==> src/rtl/bbus_pkg.sv <==
package bbus_pkg;

    typedef enum logic [2:0] {
        M_IDLE,
        M_WAIT,
        M_COLLECT,
        M_RELEASE,
        M_ABORT,
        M_BACKOFF
    } mst_state_t;

    typedef enum logic [1:0] {
        S_IDLE,
        S_FILL,
        S_HOLD
    } slv_state_t;

endpackage

==> src/rtl/bbus_decoder.sv <==
module bbus_decoder #(
    parameter int ADDR_W  = 16,
    parameter int NUM_SLV = 2,
    parameter logic [NUM_SLV*ADDR_W-1:0] SLV_LO = '0,
    parameter logic [NUM_SLV*ADDR_W-1:0] SLV_HI = '0
) (
    input  logic [ADDR_W-1:0]  tgt,
    output logic [NUM_SLV-1:0] sel
);
    // One window comparator per slave; windows are inclusive at both ends.
    for (genvar g = 0; g < NUM_SLV; g++) begin : g_win
        localparam logic [ADDR_W-1:0] LO = SLV_LO[g*ADDR_W +: ADDR_W];
        localparam logic [ADDR_W-1:0] HI = SLV_HI[g*ADDR_W +: ADDR_W];
        assign sel[g] = (tgt >= LO) && (tgt <= HI);
    end
endmodule

==> src/rtl/bbus_slave.sv <==
module bbus_slave
    import bbus_pkg::*;
#(
    parameter int DATA_W = 16,
    parameter int BEATS  = 4,
    parameter logic [DATA_W-1:0] FILL_BASE = '0,
    localparam int BEAT_W = (BEATS > 1) ? $clog2(BEATS) : 1
) (
    input  logic              clk,
    input  logic              rst_n,
    input  logic              busy,
    input  logic              hit,
    output logic              wr_en,
    output logic [BEAT_W-1:0] wr_idx,
    output logic [DATA_W-1:0] wr_data,
    output logic              lock_set
);
    slv_state_t  state, state_nx;
    logic [BEAT_W-1:0] cnt;
    logic        last;

    assign last = (cnt == BEAT_W'(BEATS - 1));

    // state register
    always_ff @(posedge clk) begin
        if (!rst_n) state <= S_IDLE;
        else        state <= state_nx;
    end

    always_comb begin
        state_nx = state;
        unique case (state)
            S_IDLE:  if (busy && hit) state_nx = S_FILL;
            S_FILL:  if (last)        state_nx = S_HOLD;
            S_HOLD:  if (!busy)       state_nx = S_IDLE;
            default:                  state_nx = S_IDLE;
        endcase
    end

    always_ff @(posedge clk) begin
        if (!rst_n)              cnt <= '0;
        else if (state != S_FILL) cnt <= '0;
        else                     cnt <= last ? '0 : cnt + 1'b1;
    end

    // outputs
    always_comb begin
        wr_en    = 1'b0;
        lock_set = 1'b0;
        wr_idx   = cnt;
        wr_data  = FILL_BASE + DATA_W'(cnt);
        unique case (state)
            S_FILL: begin
                wr_en    = 1'b1;
                lock_set = last;
            end
            default: ;
        endcase
    end
endmodule

==> src/rtl/bbus_fabric.sv <==
module bbus_fabric #(
    parameter int ADDR_W  = 16,
    parameter int DATA_W  = 16,
    parameter int BEATS   = 4,
    parameter int NUM_SLV = 2,
    localparam int BEAT_W = (BEATS > 1) ? $clog2(BEATS) : 1
) (
    input  logic                      clk,
    input  logic                      rst_n,
    input  logic                      issue,
    input  logic [ADDR_W-1:0]         issue_src,
    input  logic [ADDR_W-1:0]         issue_tgt,
    input  logic                      release_bus,
    input  logic [NUM_SLV-1:0]        wr_en,
    input  logic [NUM_SLV*BEAT_W-1:0] wr_idx,
    input  logic [NUM_SLV*DATA_W-1:0] wr_data,
    input  logic [NUM_SLV-1:0]        lock_set,
    input  logic [BEAT_W-1:0]         rd_idx,
    output logic                      busy,
    output logic                      lock,
    output logic [ADDR_W-1:0]         src,
    output logic [ADDR_W-1:0]         tgt,
    output logic [DATA_W-1:0]         rd_data
);
    logic [DATA_W-1:0] buffer [BEATS];
    logic              any_wr;
    logic [BEAT_W-1:0] w_idx;
    logic [DATA_W-1:0] w_dat;

    // merge of the slave write ports; at most one slave is selected
    always_comb begin
        any_wr = 1'b0;
        w_idx  = '0;
        w_dat  = '0;
        for (int s = 0; s < NUM_SLV; s++) begin
            if (wr_en[s]) begin
                any_wr = 1'b1;
                w_idx  = w_idx | wr_idx[s*BEAT_W +: BEAT_W];
                w_dat  = w_dat | wr_data[s*DATA_W +: DATA_W];
            end
        end
    end

    always_ff @(posedge clk) begin
        if (!rst_n) begin
            busy <= 1'b0;
            lock <= 1'b0;
            src  <= '0;
            tgt  <= '0;
        end else begin
            if (issue) begin
                busy <= 1'b1;
                src  <= issue_src;
                tgt  <= issue_tgt;
            end else if (release_bus) begin
                busy <= 1'b0;
            end
            if (release_bus)    lock <= 1'b0;
            else if (|lock_set) lock <= 1'b1;
        end
    end

    for (genvar b = 0; b < BEATS; b++) begin : g_buf
        always_ff @(posedge clk) begin
            if (!rst_n)                               buffer[b] <= '0;
            else if (any_wr && w_idx == BEAT_W'(b))   buffer[b] <= w_dat;
        end
    end

    assign rd_data = buffer[rd_idx];
endmodule

==> src/rtl/bbus_master.sv <==
module bbus_master
    import bbus_pkg::*;
#(
    parameter int ADDR_W      = 16,
    parameter int DATA_W      = 16,
    parameter int BEATS       = 4,
    parameter int CNT_W       = 8,
    parameter int WAIT_LIMIT  = 10,
    parameter int TICK_CYC    = 4,
    parameter int BACKOFF_CYC = 8,
    parameter logic [ADDR_W-1:0] MST_LO  = 16'h0300,
    parameter logic [ADDR_W-1:0] MST_HI  = 16'h03FF,
    parameter logic [ADDR_W-1:0] EVEN_TGT = 16'h0100,
    parameter logic [ADDR_W-1:0] ODD_TGT  = 16'h0200,
    localparam int BEAT_W = (BEATS > 1) ? $clog2(BEATS) : 1,
    localparam int PRE_W  = (TICK_CYC > 1) ? $clog2(TICK_CYC) : 1,
    localparam int IVL_W  = $clog2(WAIT_LIMIT + 1),
    localparam int BO_W   = (BACKOFF_CYC > 1) ? $clog2(BACKOFF_CYC) : 1
) (
    input  logic              clk,
    input  logic              rst_n,
    input  logic              go,
    input  logic              force_en,
    input  logic [ADDR_W-1:0] force_addr,
    input  logic              bus_lock,
    input  logic [ADDR_W-1:0] bus_src,
    input  logic [ADDR_W-1:0] bus_tgt,
    input  logic [DATA_W-1:0] rd_data,
    output logic              issue,
    output logic [ADDR_W-1:0] issue_src,
    output logic [ADDR_W-1:0] issue_tgt,
    output logic              release_bus,
    output logic [BEAT_W-1:0] rd_idx,
    output logic              rx_valid,
    output logic [BEAT_W-1:0] rx_beat,
    output logic [DATA_W-1:0] rx_data,
    output logic [ADDR_W-1:0] rx_tgt,
    output logic              rx_done,
    output logic              wait_timeout,
    output logic [CNT_W-1:0]  txn_count
);
    mst_state_t state, state_nx;

    logic [BEAT_W-1:0] idx;
    logic [PRE_W-1:0]  pre;
    logic [IVL_W-1:0]  ivl;
    logic [BO_W-1:0]   bo;
    logic              retry_pend;
    logic              src_ok, last_beat, tick, expired, bo_end, start;

    assign src_ok    = (bus_src >= MST_LO) && (bus_src <= MST_HI);
    assign last_beat = (idx == BEAT_W'(BEATS - 1));
    assign tick      = (pre == PRE_W'(TICK_CYC - 1));
    assign expired   = tick && (ivl == IVL_W'(WAIT_LIMIT - 1));
    assign bo_end    = (bo == BO_W'(BACKOFF_CYC - 1));
    assign start     = go || retry_pend;

    // state register
    always_ff @(posedge clk) begin
        if (!rst_n) state <= M_IDLE;
        else        state <= state_nx;
    end

    always_comb begin
        state_nx = state;
        unique case (state)
            M_IDLE:    if (start) state_nx = M_WAIT;
            M_WAIT: begin
                if (bus_lock && src_ok) state_nx = M_COLLECT;
                else if (expired)       state_nx = M_ABORT;
            end
            M_COLLECT: if (last_beat) state_nx = M_RELEASE;
            M_RELEASE:                state_nx = M_IDLE;
            M_ABORT:                  state_nx = M_BACKOFF;
            M_BACKOFF: if (bo_end)    state_nx = M_IDLE;
            default:                  state_nx = M_IDLE;
        endcase
    end

    // counters
    always_ff @(posedge clk) begin
        if (!rst_n) begin
            idx        <= '0;
            pre        <= '0;
            ivl        <= '0;
            bo         <= '0;
            retry_pend <= 1'b0;
            txn_count  <= '0;
        end else begin
            if (state == M_COLLECT) idx <= last_beat ? '0 : idx + 1'b1;
            else                    idx <= '0;

            if (state == M_WAIT) begin
                pre <= tick ? '0 : pre + 1'b1;
                if (tick) ivl <= ivl + 1'b1;
            end else begin
                pre <= '0;
                ivl <= '0;
            end

            if (state == M_BACKOFF) bo <= bo + 1'b1;
            else                    bo <= '0;

            if (state == M_ABORT)                   retry_pend <= 1'b1;
            else if (state == M_IDLE && start)      retry_pend <= 1'b0;

            if (state == M_RELEASE) txn_count <= txn_count + 1'b1;
        end
    end

    // outputs
    always_comb begin
        issue        = 1'b0;
        release_bus  = 1'b0;
        rx_valid     = 1'b0;
        rx_done      = 1'b0;
        wait_timeout = 1'b0;
        issue_src    = MST_LO;
        issue_tgt    = force_en ? force_addr : (txn_count[0] ? ODD_TGT : EVEN_TGT);
        rd_idx       = idx;
        rx_beat      = idx;
        rx_data      = rd_data;
        rx_tgt       = bus_tgt;
        unique case (state)
            M_IDLE:    issue = start;
            M_COLLECT: rx_valid = 1'b1;
            M_RELEASE: begin
                rx_done     = 1'b1;
                release_bus = 1'b1;
            end
            M_ABORT: begin
                wait_timeout = 1'b1;
                release_bus  = 1'b1;
            end
            default: ;
        endcase
    end
endmodule

==> src/rtl/bbus_ctrl.sv <==
module bbus_ctrl #(
    parameter int ADDR_W      = 16,
    parameter int DATA_W      = 16,
    parameter int BEATS       = 4,
    parameter int CNT_W       = 8,
    parameter int WAIT_LIMIT  = 10,
    parameter int TICK_CYC    = 4,
    parameter int BACKOFF_CYC = 8,
    parameter logic [ADDR_W-1:0] MST_LO = 16'h0300,
    parameter logic [ADDR_W-1:0] MST_HI = 16'h03FF,
    parameter logic [2*ADDR_W-1:0] SLV_LO   = {16'h0200, 16'h0100},
    parameter logic [2*ADDR_W-1:0] SLV_HI   = {16'h02FF, 16'h01FF},
    parameter logic [2*DATA_W-1:0] SLV_FILL = {16'd100, 16'd10},
    localparam int NUM_SLV = 2,
    localparam int BEAT_W  = (BEATS > 1) ? $clog2(BEATS) : 1
) (
    input  logic              clk,
    input  logic              rst_n,
    input  logic              go,
    input  logic              force_tgt_en,
    input  logic [ADDR_W-1:0] force_tgt_addr,
    output logic              bus_busy,
    output logic              bus_lock,
    output logic [CNT_W-1:0]  txn_count,
    output logic              rx_valid,
    output logic [BEAT_W-1:0] rx_beat,
    output logic [DATA_W-1:0] rx_data,
    output logic [ADDR_W-1:0] rx_tgt,
    output logic              rx_done,
    output logic              wait_timeout
);
    logic                      issue, release_bus;
    logic [ADDR_W-1:0]         issue_src, issue_tgt, bus_src, bus_tgt;
    logic [BEAT_W-1:0]         rd_idx;
    logic [DATA_W-1:0]         rd_data;
    logic [NUM_SLV-1:0]        sel, wr_en, lock_set;
    logic [NUM_SLV*BEAT_W-1:0] wr_idx;
    logic [NUM_SLV*DATA_W-1:0] wr_data;

    bbus_master #(
        .ADDR_W(ADDR_W), .DATA_W(DATA_W), .BEATS(BEATS), .CNT_W(CNT_W),
        .WAIT_LIMIT(WAIT_LIMIT), .TICK_CYC(TICK_CYC), .BACKOFF_CYC(BACKOFF_CYC),
        .MST_LO(MST_LO), .MST_HI(MST_HI),
        .EVEN_TGT(SLV_LO[0 +: ADDR_W]), .ODD_TGT(SLV_LO[ADDR_W +: ADDR_W])
    ) u_master (
        .clk(clk), .rst_n(rst_n), .go(go),
        .force_en(force_tgt_en), .force_addr(force_tgt_addr),
        .bus_lock(bus_lock), .bus_src(bus_src), .bus_tgt(bus_tgt), .rd_data(rd_data),
        .issue(issue), .issue_src(issue_src), .issue_tgt(issue_tgt),
        .release_bus(release_bus), .rd_idx(rd_idx),
        .rx_valid(rx_valid), .rx_beat(rx_beat), .rx_data(rx_data), .rx_tgt(rx_tgt),
        .rx_done(rx_done), .wait_timeout(wait_timeout), .txn_count(txn_count)
    );

    bbus_fabric #(
        .ADDR_W(ADDR_W), .DATA_W(DATA_W), .BEATS(BEATS), .NUM_SLV(NUM_SLV)
    ) u_fabric (
        .clk(clk), .rst_n(rst_n),
        .issue(issue), .issue_src(issue_src), .issue_tgt(issue_tgt),
        .release_bus(release_bus),
        .wr_en(wr_en), .wr_idx(wr_idx), .wr_data(wr_data), .lock_set(lock_set),
        .rd_idx(rd_idx),
        .busy(bus_busy), .lock(bus_lock), .src(bus_src), .tgt(bus_tgt),
        .rd_data(rd_data)
    );

    bbus_decoder #(
        .ADDR_W(ADDR_W), .NUM_SLV(NUM_SLV), .SLV_LO(SLV_LO), .SLV_HI(SLV_HI)
    ) u_dec (
        .tgt(bus_tgt), .sel(sel)
    );

    for (genvar g = 0; g < NUM_SLV; g++) begin : g_slv
        bbus_slave #(
            .DATA_W(DATA_W), .BEATS(BEATS),
            .FILL_BASE(SLV_FILL[g*DATA_W +: DATA_W])
        ) u_slv (
            .clk(clk), .rst_n(rst_n),
            .busy(bus_busy), .hit(sel[g]),
            .wr_en(wr_en[g]),
            .wr_idx(wr_idx[g*BEAT_W +: BEAT_W]),
            .wr_data(wr_data[g*DATA_W +: DATA_W]),
            .lock_set(lock_set[g])
        );
    end
endmodule

==> config.mk <==
export PLATFORM = sky130hd
export DESIGN_NAME = bbus_ctrl
export DESIGN_NICKNAME = d
export VERILOG_FILES = /design/src/rtl/bbus_pkg.sv /design/src/rtl/bbus_decoder.sv /design/src/rtl/bbus_slave.sv /design/src/rtl/bbus_fabric.sv /design/src/rtl/bbus_master.sv /design/src/rtl/bbus_ctrl.sv
export SDC_FILE = /design/constraint.sdc
export NUM_CORES = 1
export LEC_CHECK = 0
export ABC_CLOCK_PERIOD_IN_PS = 5600
export BUFFER_PORTS_ARGS = -buffer_cell sky130_fd_sc_hd__buf_2
export CAP_MARGIN = 20
export CORE_MARGIN = 5
export CORE_UTILIZATION = 45
export DETAILED_ROUTE_END_ITERATION = 16
export GPL_TIMING_DRIVEN = 0
export PLACE_DENSITY = 0.73
export REMOVE_ABC_BUFFERS = 1
export SYNTH_ARGS = -nofsm -noshare
export SYNTH_HDL_FRONTEND = slang
export SYNTH_HIERARCHICAL = 1
export SYNTH_SLANG_ARGS = --single-unit
==> constraint.sdc <==
create_clock -name clk -period 5.6 [get_ports clk]
set_input_delay 0.84 -clock clk [delete_from_list [all_inputs] [get_ports clk]]
set_output_delay 0.84 -clock clk [all_outputs]
set_load 0.01 [all_outputs]
==> flow_summary.toml, run 1 <==
[cells_and_area]
areaGrowthSynthToFinish_pct = 9.45
drive_gt1_share_pct = 26.7
finalNetCount = 586
stdcell_area_sq_um = 6910
finalNonFillerCells = 749
postLayoutCoreUtil_pct = 50.0
fillers = 1191
antenna_cells = 0
layout_commonest_cell = "buf_2"
layout_common_cells = "66 x buf_2, 64 x edfxtp_1, 57 x dfxtp_1"

[place]
dp_hpwl_um = 7470
post-place-cells = 716
placed_area_sq_um = 6300
place.gp.congestion = 0.722
io_buffers = 66
pre_cts_slack_ns = 1.99

[die]
dieArea_sq_um = 16500
die_h_um = 128
core_sq_um = 13800
placementRows = 43
die_x_um = 128
pin_count = 67
start_util_pct = 45.7

[worst_setup_path]
crit_type = "register to register"
required_ns = 5.63
cp-start-kind = "register"
ff2ff_setup_slack_ns = 2.06
crit_fanout = 23
worst_setup_path_end_kind = "register"
cp_data_arrival_time_ns = 3.57

[clock_tree]
holdBufCountCts = 0
cts_sinks = 121
htree_num_levels = 4
tritoncts = "built"
cts_setup_buffers = 0
path_clk_slew_ns = 0.05
cts-root-buf = "clkbuf_16"
cts_inserted_buffers = 17
cts_resized = 0
clock_path_buffers = 2
clk_latency_ns = 0.41

[sta]
worst_slack_ns = 2.06
drv_slew = 0
hold_viol = 0
tightest_slew_ns = 1.09
rsz0062_at_grt = "no"
layout_min_cycle_time_ns = 3.54
fin_crit_sh_pct = 63.2
setup_violations = 0
hold_slack_ns = 0.429
slew_headroom_pct = 27.0
tns_ns = 0
max_freq_ghz = 0.282
fin_worst_skew_ns = 0.00921

[routing]
drt-total-wl_um = 12200
avgViaCountPerCell = 5.16
wl_met2_um = 5910
vias = 3864
top_layer_used = "met4"
ant_nets = 0
drt_pass1_iterations = 5
remaining_drc_errors = 0
wl_met1_um = 5200
met3_length_um = 898
wire_per_inst_um = 16.2
drt_iter0_drc = 218

[global_route]
grt_pass1_wl_um = 20200
grt_pass1_vias = 3990
grt_overflow_total = 0
grt_usage_pct = 15.6
grt_max_degree = 71
antenna_found_initial = 0

[power]
p_per_area_nw_per_um2 = 311
leakage_nw = 2.69
p_total_mw = 2.15
ir_worst_vdd_v = 0.000204

[flow_run]
cap_violations = 0

[synth]
synth_area_per_cell_sq_um = 11.7
synth_area_sq_um = 6310
netlist_instances = 541
yosys_warnings = 6

[worst_hold_path]
hp-class = "register to register"

[outcome]
status = "finished, final reports clean"
-- state kept, by name, summed over array words and instances, names as in the netlist, 2 cells and up --
register and count:
g_slv.u_slv/wr_idx 4, u_master/state 3, u_fabric/tgt 16, u_master/txn_count 8, g_slv.u_slv/state 4, u_fabric/src 8, u_master/pre 2, u_fabric/buffer 64
u_master/rd_idx 2, u_master/bo 3, u_master/ivl 4
-- final cells by class --
| class | count | area (sq um) | share of cell area, % |
|---|---|---|---|
| multi-input cells | 337 | 2610 | 37.7 |
| clock buffers | 19 | 433 | 6.26 |
| well taps | 180 | 225 | 3.26 |
| flip-flops and latches | 121 | 3060 | 44.3 |
| clock inverters | 12 | 133 | 1.92 |
| inverters | 7 | 26.3 | 0.380 |
| repair buffers | 73 | 427 | 6.17 |
-- path summary, 6_finish.rpt --
kind                                         from                             endpoint  depth (start not counted)
max          g_slv[0].u_slv/state[0]$_SDFFE_PN0P_  u_fabric/buffer[2][0]$_SDFFCE_PN0P_                          4
min                     u_master/bo[0]$_SDFF_PN0_            u_master/bo[0]$_SDFF_PN0_                          1
max reg2reg  g_slv[0].u_slv/state[0]$_SDFFE_PN0P_  u_fabric/buffer[2][0]$_SDFFCE_PN0P_                          4
min reg2reg             u_master/bo[0]$_SDFF_PN0_            u_master/bo[0]$_SDFF_PN0_                          1
-- critical path, stage by stage (launching register included) --
cell and delay, ns:
dfxtp_1 0.38, nor2b_4 0.52, and2_1 0.95, a2bb2oi_4 0.40, o21ai_2 0.89
-- routing by layer --
metal | global-route usage (%) | vias up
met4 | 5.18 | 0
met5 | 0 | -
met3 | 4.28 | 11
met1 | 19.6 | 1856
li1 | - | 1852
met2 | 26.0 | 145
-- report_power, final --
part,leakage [nW],switching [mW],total (mW),internal (mW)
registers,1.12,0.0148,0.978,0.963
logic,1.28,0.0654,0.118,0.0531
clock network,0.276,0.366,1.05,0.686
Power figures use the tool's default switching activity.
==> run 2, diff against run 1 <==
--- a/config.mk
+++ b/config.mk
@@ -5,7 +5,7 @@
 export SDC_FILE = /design/constraint.sdc
 export NUM_CORES = 1
 export LEC_CHECK = 0
-export ABC_CLOCK_PERIOD_IN_PS = 5600
+export ABC_CLOCK_PERIOD_IN_PS = 3500
 export BUFFER_PORTS_ARGS = -buffer_cell sky130_fd_sc_hd__buf_2
 export CAP_MARGIN = 20
 export CORE_MARGIN = 5
==> constraint.sdc (replaced) <==
create_clock -name clk -period 3.5 [get_ports clk]
set_input_delay 0.525 -clock clk [delete_from_list [all_inputs] [get_ports clk]]
set_output_delay 0.525 -clock clk [all_outputs]
set_load 0.01 [all_outputs]
==> run 2 against run 1 <==
Clock power increased by 60%. Wire length increased by 0.19%. Non-clock buffer count decreased by 1. Maximum frequency increased by 12%. Global-route usage unchanged. Clock skew increased by 0.0048 ns. Combinational power increased by 61%. Largest cell class unchanged. Largest power group unchanged.
==> flow_summary.toml, run 2 (same netlist as run 1, synthesis figures left out) <==
[global_route]
grt_pass1_vias = 3990
grt_usage_pct = 15.6
grt_pass1_wl_um = 20200
use_met1_pct = 19.6
grt_use_met3_pct = 4.28
grt_overflow_total = 0
grt_max_degree = 71
top_usage_layer = "met2"
gr-usage-met2_pct = 26.0
antenna_found_initial = 0

[sta]
slew_headroom_pct = 35.5
drv_slew = 0
tightest_slew_ns = 0.968
worst_slack_ns = 0.349
max_freq_ghz = 0.317
fin_crit_sh_pct = 90.0
layout_min_cycle_time_ns = 3.15
fin_worst_skew_ns = 0.0140
rsz0062_at_grt = "no"
setup_violations = 0
hold_viol = 0

[clock_tree]
cts-root-buf = "clkbuf_16"
holdBufCountCts = 0
clock_path_buffers = 2
clk_latency_ns = 0.41
path_clk_slew_ns = 0.05
cts_setup_buffers = 0
tritoncts = "built"
cts_inserted_buffers = 17
htree_num_levels = 4
cts_resized = 2
cts_sinks = 121

[power]
p_per_area_nw_per_um2 = 498
leakage_nw = 2.68
ir_worst_vdd_v = 0.000321

[routing]
drt_iter0_drc = 237
drt-total-wl_um = 12200
remaining_drc_errors = 0
avgViaCountPerCell = 5.15
drt_pass1_iterations = 5
ant_nets = 0
vias = 3853
wire_per_inst_um = 16.3

[cells_and_area]
finalNonFillerCells = 748
layout_commonest_cell = "buf_2"
largest-register = "u_fabric/buffer"
antenna_cells = 0
postLayoutCoreUtil_pct = 49.8
top_regs = "u_fabric/buffer: 64 flops, u_fabric/tgt: 16 flops"
finalNetCount = 585
areaGrowthSynthToFinish_pct = 9.05
layout_common_cells = "66 x buf_2, 64 x edfxtp_1, 57 x dfxtp_1"
fillers = 1195
drive_gt1_share_pct = 26.9
largest_reg_flops = 64
multi_input_area_sq_um = 2610
seq_area_sq_um = 3060

[outcome]
status = "finished, final reports clean"

[worst_setup_path]
cp-start-kind = "register"
ff2ff_setup_slack_ns = 0.35
required_ns = 3.52
cp_data_arrival_time_ns = 3.17
crit_fanout = 23
worst_setup_path_end_kind = "register"
crit_type = "register to register"

[worst_hold_path]
hp-class = "register to register"

[die]
pin_count = 67
die_x_um = 128
placementRows = 43
dieArea_sq_um = 16500
die_h_um = 128
start_util_pct = 45.7
core_sq_um = 13800

[flow_run]
cap_violations = 0

[place]
io_buffers = 66
pre_cts_slack_ns = -0.107
post-place-cells = 716
dp_hpwl_um = 7470
place.gp.congestion = 0.722
-- run 2: metrics by stage --
stage	hold WS (ns)	TNS (ns)	total power, mW	instance area [sq um]
after CTS	0.433	0	3.46	6870
after detailed placement	0.426	-1.70	1.78	6300
after global routing	0.447	0	3.56	6890
after floorplan	0.404	-23.05	1.71	5680
after global placement	0.415	-87.74	1.77	6240
final	0.430	0	3.43	6890
-- run 2: critical path, stage by stage, from the launching register on --
cell       delay, ns
dfxtp_1         0.38
nor2b_4         0.53
and2_2          0.65
a2bb2oi_4       0.33
o21ai_2         0.85
-- run 2: area by class of cell --
cell class              instances  area share (%)
flip-flops and latches        121            44.5
multi-input cells             337            37.9
clock buffers                  19            6.29
repair buffers                 72            5.80
well taps                     180            3.27
clock inverters                12            1.93
inverters                       7           0.382
-- run 2: power by group --
group | internal, mW | leakage, nW | switching (mW)
sequential | 1.54 | 1.12 | 0.0237
clock | 1.10 | 0.276 | 0.579
combinational | 0.0849 | 1.27 | 0.105
total | 2.72 | 2.68 | 0.708
-- run 2: final timing paths --
kind	start	cells past startpoint	end
setup / recovery	g_slv[0].u_slv/state[0]$_SDFFE_PN0P_	4	u_fabric/buffer[2][0]$_SDFFCE_PN0P_
hold / removal	u_master/bo[0]$_SDFF_PN0_	1	u_master/bo[0]$_SDFF_PN0_
setup reg to reg	g_slv[0].u_slv/state[0]$_SDFFE_PN0P_	4	u_fabric/buffer[2][0]$_SDFFCE_PN0P_
hold reg to reg	u_master/bo[0]$_SDFF_PN0_	1	u_master/bo[0]$_SDFF_PN0_
-- run 2: per-layer routing --
metal / up-vias / part of all wire (%) / wire [um]
met3: 7 / 6.9 / 834
met5: - / 0 / 0
met1: 1850 / 43 / 5290
met2: 147 / 49 / 5950
li1: 1849 / - / -
met4: 0 / 0.85 / 103
==> run 3, diff against run 2 <==
--- a/config.mk
+++ b/config.mk
@@ -11,10 +11,10 @@
 export CORE_MARGIN = 5
 export CORE_UTILIZATION = 45
 export DETAILED_ROUTE_END_ITERATION = 16
+export GPL_ROUTABILITY_DRIVEN = 0
 export GPL_TIMING_DRIVEN = 0
-export PLACE_DENSITY = 0.73
+export PLACE_DENSITY = 0.77
 export REMOVE_ABC_BUFFERS = 1
 export SYNTH_ARGS = -nofsm -noshare
 export SYNTH_HDL_FRONTEND = slang
-export SYNTH_HIERARCHICAL = 1
 export SYNTH_SLANG_ARGS = --single-unit
==> run 3 against run 2 <==
Area after synthesis is 50% lower. Cell area is 47% lower. Via count is 37% lower. Critical endpoint is now u_fabric.buffer[3][1]$_SDFFCE_PN0P_. Non-clock buffer count is 16 lower.
==> flow_summary.toml, run 3 <==
[global_route]
grt_overflow_total = 0
grt_max_degree = 26
grt_pass1_wl_um = 11500
antenna_found_initial = 0
grt_pass1_vias = 2398
grt_usage_pct = 16.5

[synth]
yosys_warnings = 0
netlist_instances = 304
yosysMostFrequentCell = "dfxtp_1"
synth_seq_area_share_pct = 50.5
ys.flop_type = "dfxtp_1"
synth_area_sq_um = 3170
synth_edf_count = 20
async_flop_share_pct = 0
synth_commonest_cells = "50 x dfxtp_1, 21 x o21ai_0, 20 x edfxtp_1"
synth_area_per_cell_sq_um = 10.4
yosys-top-cells-area = "dfxtp_1 32%, edfxtp_1 19%, ha_1 3.6%"
synth_top_cell_area_share_pct = 31.6
ys_ff_latch = 70
ys_types = 56
synth_area_leader_cell = "dfxtp_1"

[worst_setup_path]
crit_fanout = 12
crit_path_max_incr_delay_ns = 0.86
cp-start-kind = "register"
crit_chain = "nor2b_1 > a22oi_1 > o21ai_0"
reg2reg_depth = 3
crit_type = "register to register"
worst_setup_path_end_kind = "register"
required_ns = 3.46
crit_slowest_cell = "o21ai_0"
cp_data_arrival_time_ns = 2.49

[clock_tree]
clock_path_buffers = 2
path_clk_slew_ns = 0.07
cts_resized = 0
cts_inserted_buffers = 9
cts_sinks = 70
cts-root-buf = "clkbuf_8"
clk_latency_ns = 0.34
holdBufCountCts = 0
cts_setup_buffers = 0
htree_num_levels = 3
tritoncts = "built"

[power]
power_frac_comb_pct = 7.7
p_per_area_nw_per_um2 = 477
clock_power_share_pct = 41.6
intPower_mw = 1.34
switching_power_uw = 396
switching_share_pct = 22.8
leakage_nw = 1.48
ir_worst_vdd_v = 0.000314
seq_power_share_pct = 50.6

[cells_and_area]
fillers = 630
layout_commonest_cell = "buf_2"
largest-register = "u_fabric.buffer"
layout_common_cells = "56 x buf_2, 50 x dfxtp_1, 21 x o21ai_0"
largest_reg_flops = 20
areaGrowthSynthToFinish_pct = 15.0
antenna_cells = 0
drive_gt1_share_pct = 23.7
top_regs = "u_fabric.buffer: 20 flops, u_fabric.tgt: 16 flops, u_master.txn_count: 8 flops"
stdcell_area_sq_um = 3650
finalNetCount = 379

[die]
core_sq_um = 6830
die_x_um = 93.9
dieArea_sq_um = 8820
placementRows = 30
pin_count = 67
die_h_um = 93.9
start_util_pct = 46.4

[worst_hold_path]
hp-class = "register to register"
hold_depth = 1

[sta]
fin_worst_skew_ns = 0.00820
slew_headroom_pct = 36.4
setup_violations = 0
hold_slack_ns = 0.429
max_freq_ghz = 0.396
tightest_slew_ns = 0.944
fin_crit_sh_pct = 72.2
rsz0062_at_grt = "no"
hold_viol = 0
worst_slack_ns = 0.972
drv_slew = 0
layout_min_cycle_time_ns = 2.53
tns_ns = 0

[place]
pre_cts_slack_ns = 0.992
io_buffers = 56
placed_area_sq_um = 3420
dp_hpwl_um = 4840

[routing]
drt_pass1_iterations = 5
drt_iter0_drc = 162
drt-total-wl_um = 6970
wire_per_inst_um = 15.5
avgViaCountPerCell = 5.43
vias = 2444
remaining_drc_errors = 0
ant_nets = 0

[flow_run]
cap_violations = 0

[outcome]
status = "finished, final reports clean"
run 3: area by class of cell:
cell class                      count  area [sq um]  area share, %
Tap cell                           96           120           3.29
Inverter                            9          33.8          0.927
Clock inverter                      2          35.0          0.961
Timing Repair Buffer               56           280           7.69
Clock buffer                       13           191           5.25
Multi-Input combinational cell    204          1380           38.0
Sequential cell                    70          1600           43.9
run 3: cells by family (layout without fill, tap and decap cells):
group           count (synthesis)  after routing  share of synthesized area (%)
fa+ha+maj                       9              9                           3.55
xor+xnor                        5              5                           1.38
other cells                     1             12                          0.118
simple gates                  104            104                           19.9
flops                          70             70                           50.5
compound gates                 66             66                           12.9
buf+inv                        41             80                           7.11
mux                             8              8                           4.50
run 3: power by group through the flow:
stage | logic, mW | registers [mW] | clock network, mW
after detailed placement | 0.135 | 0.898 | 0
after floorplan | 0.0757 | 0.898 | 0
after global routing | 0.147 | 0.884 | 0.765
after global placement | 0.130 | 0.896 | 0
after CTS | 0.135 | 0.880 | 0.735
final | 0.134 | 0.879 | 0.724
run 3: critical path, delay by kind of cell, from the launching register on:
family             cells  cell delay, ns
AOI/OAI and AO/OA      2            1.28
and+or+nand+nor        1            0.51
DFF                    1            0.36
run 3: stage by stage:
stage / instances / total power, mW / utilization, %
after global placement: 435 / 1.03 / 50.1
after global routing: 450 / 1.80 / 53.4
after floorplan: 283 / 0.974 / -
final: 450 / 1.74 / 53.4
after detailed placement: 435 / 1.03 / 50.1
after CTS: 450 / 1.75 / 53.4
run 3: path summary, 6_finish.rpt:
| path | startpoint | end | slack [ns] |
|---|---|---|---|
| worst max-delay path | g_slv[0].u_slv.state[0]$_SDFFE_PN0P_ | u_fabric.buffer[3][1]$_SDFFCE_PN0P_ | 0.97 |
| worst min-delay path | u_master.bo[0]$_SDFF_PN0_ | u_master.bo[0]$_SDFF_PN0_ | 0.43 |
| worst max register to register | g_slv[0].u_slv.state[0]$_SDFFE_PN0P_ | u_fabric.buffer[3][1]$_SDFFCE_PN0P_ | 0.97 |
| worst min register to register | u_master.bo[0]$_SDFF_PN0_ | u_master.bo[0]$_SDFF_PN0_ | 0.43 |
run 3: per-layer routing:
| layer | global-route usage [%] | part of all wire [%] | vias up |
|---|---|---|---|
| met4 | 6.62 | 1.0 | 0 |
| met5 | 0 | 0 | - |
| met1 | 21.0 | 44 | 1151 |
| met2 | 26.7 | 47 | 82 |
| li1 | - | - | 1203 |
| met3 | 4.25 | 7.9 | 8 |
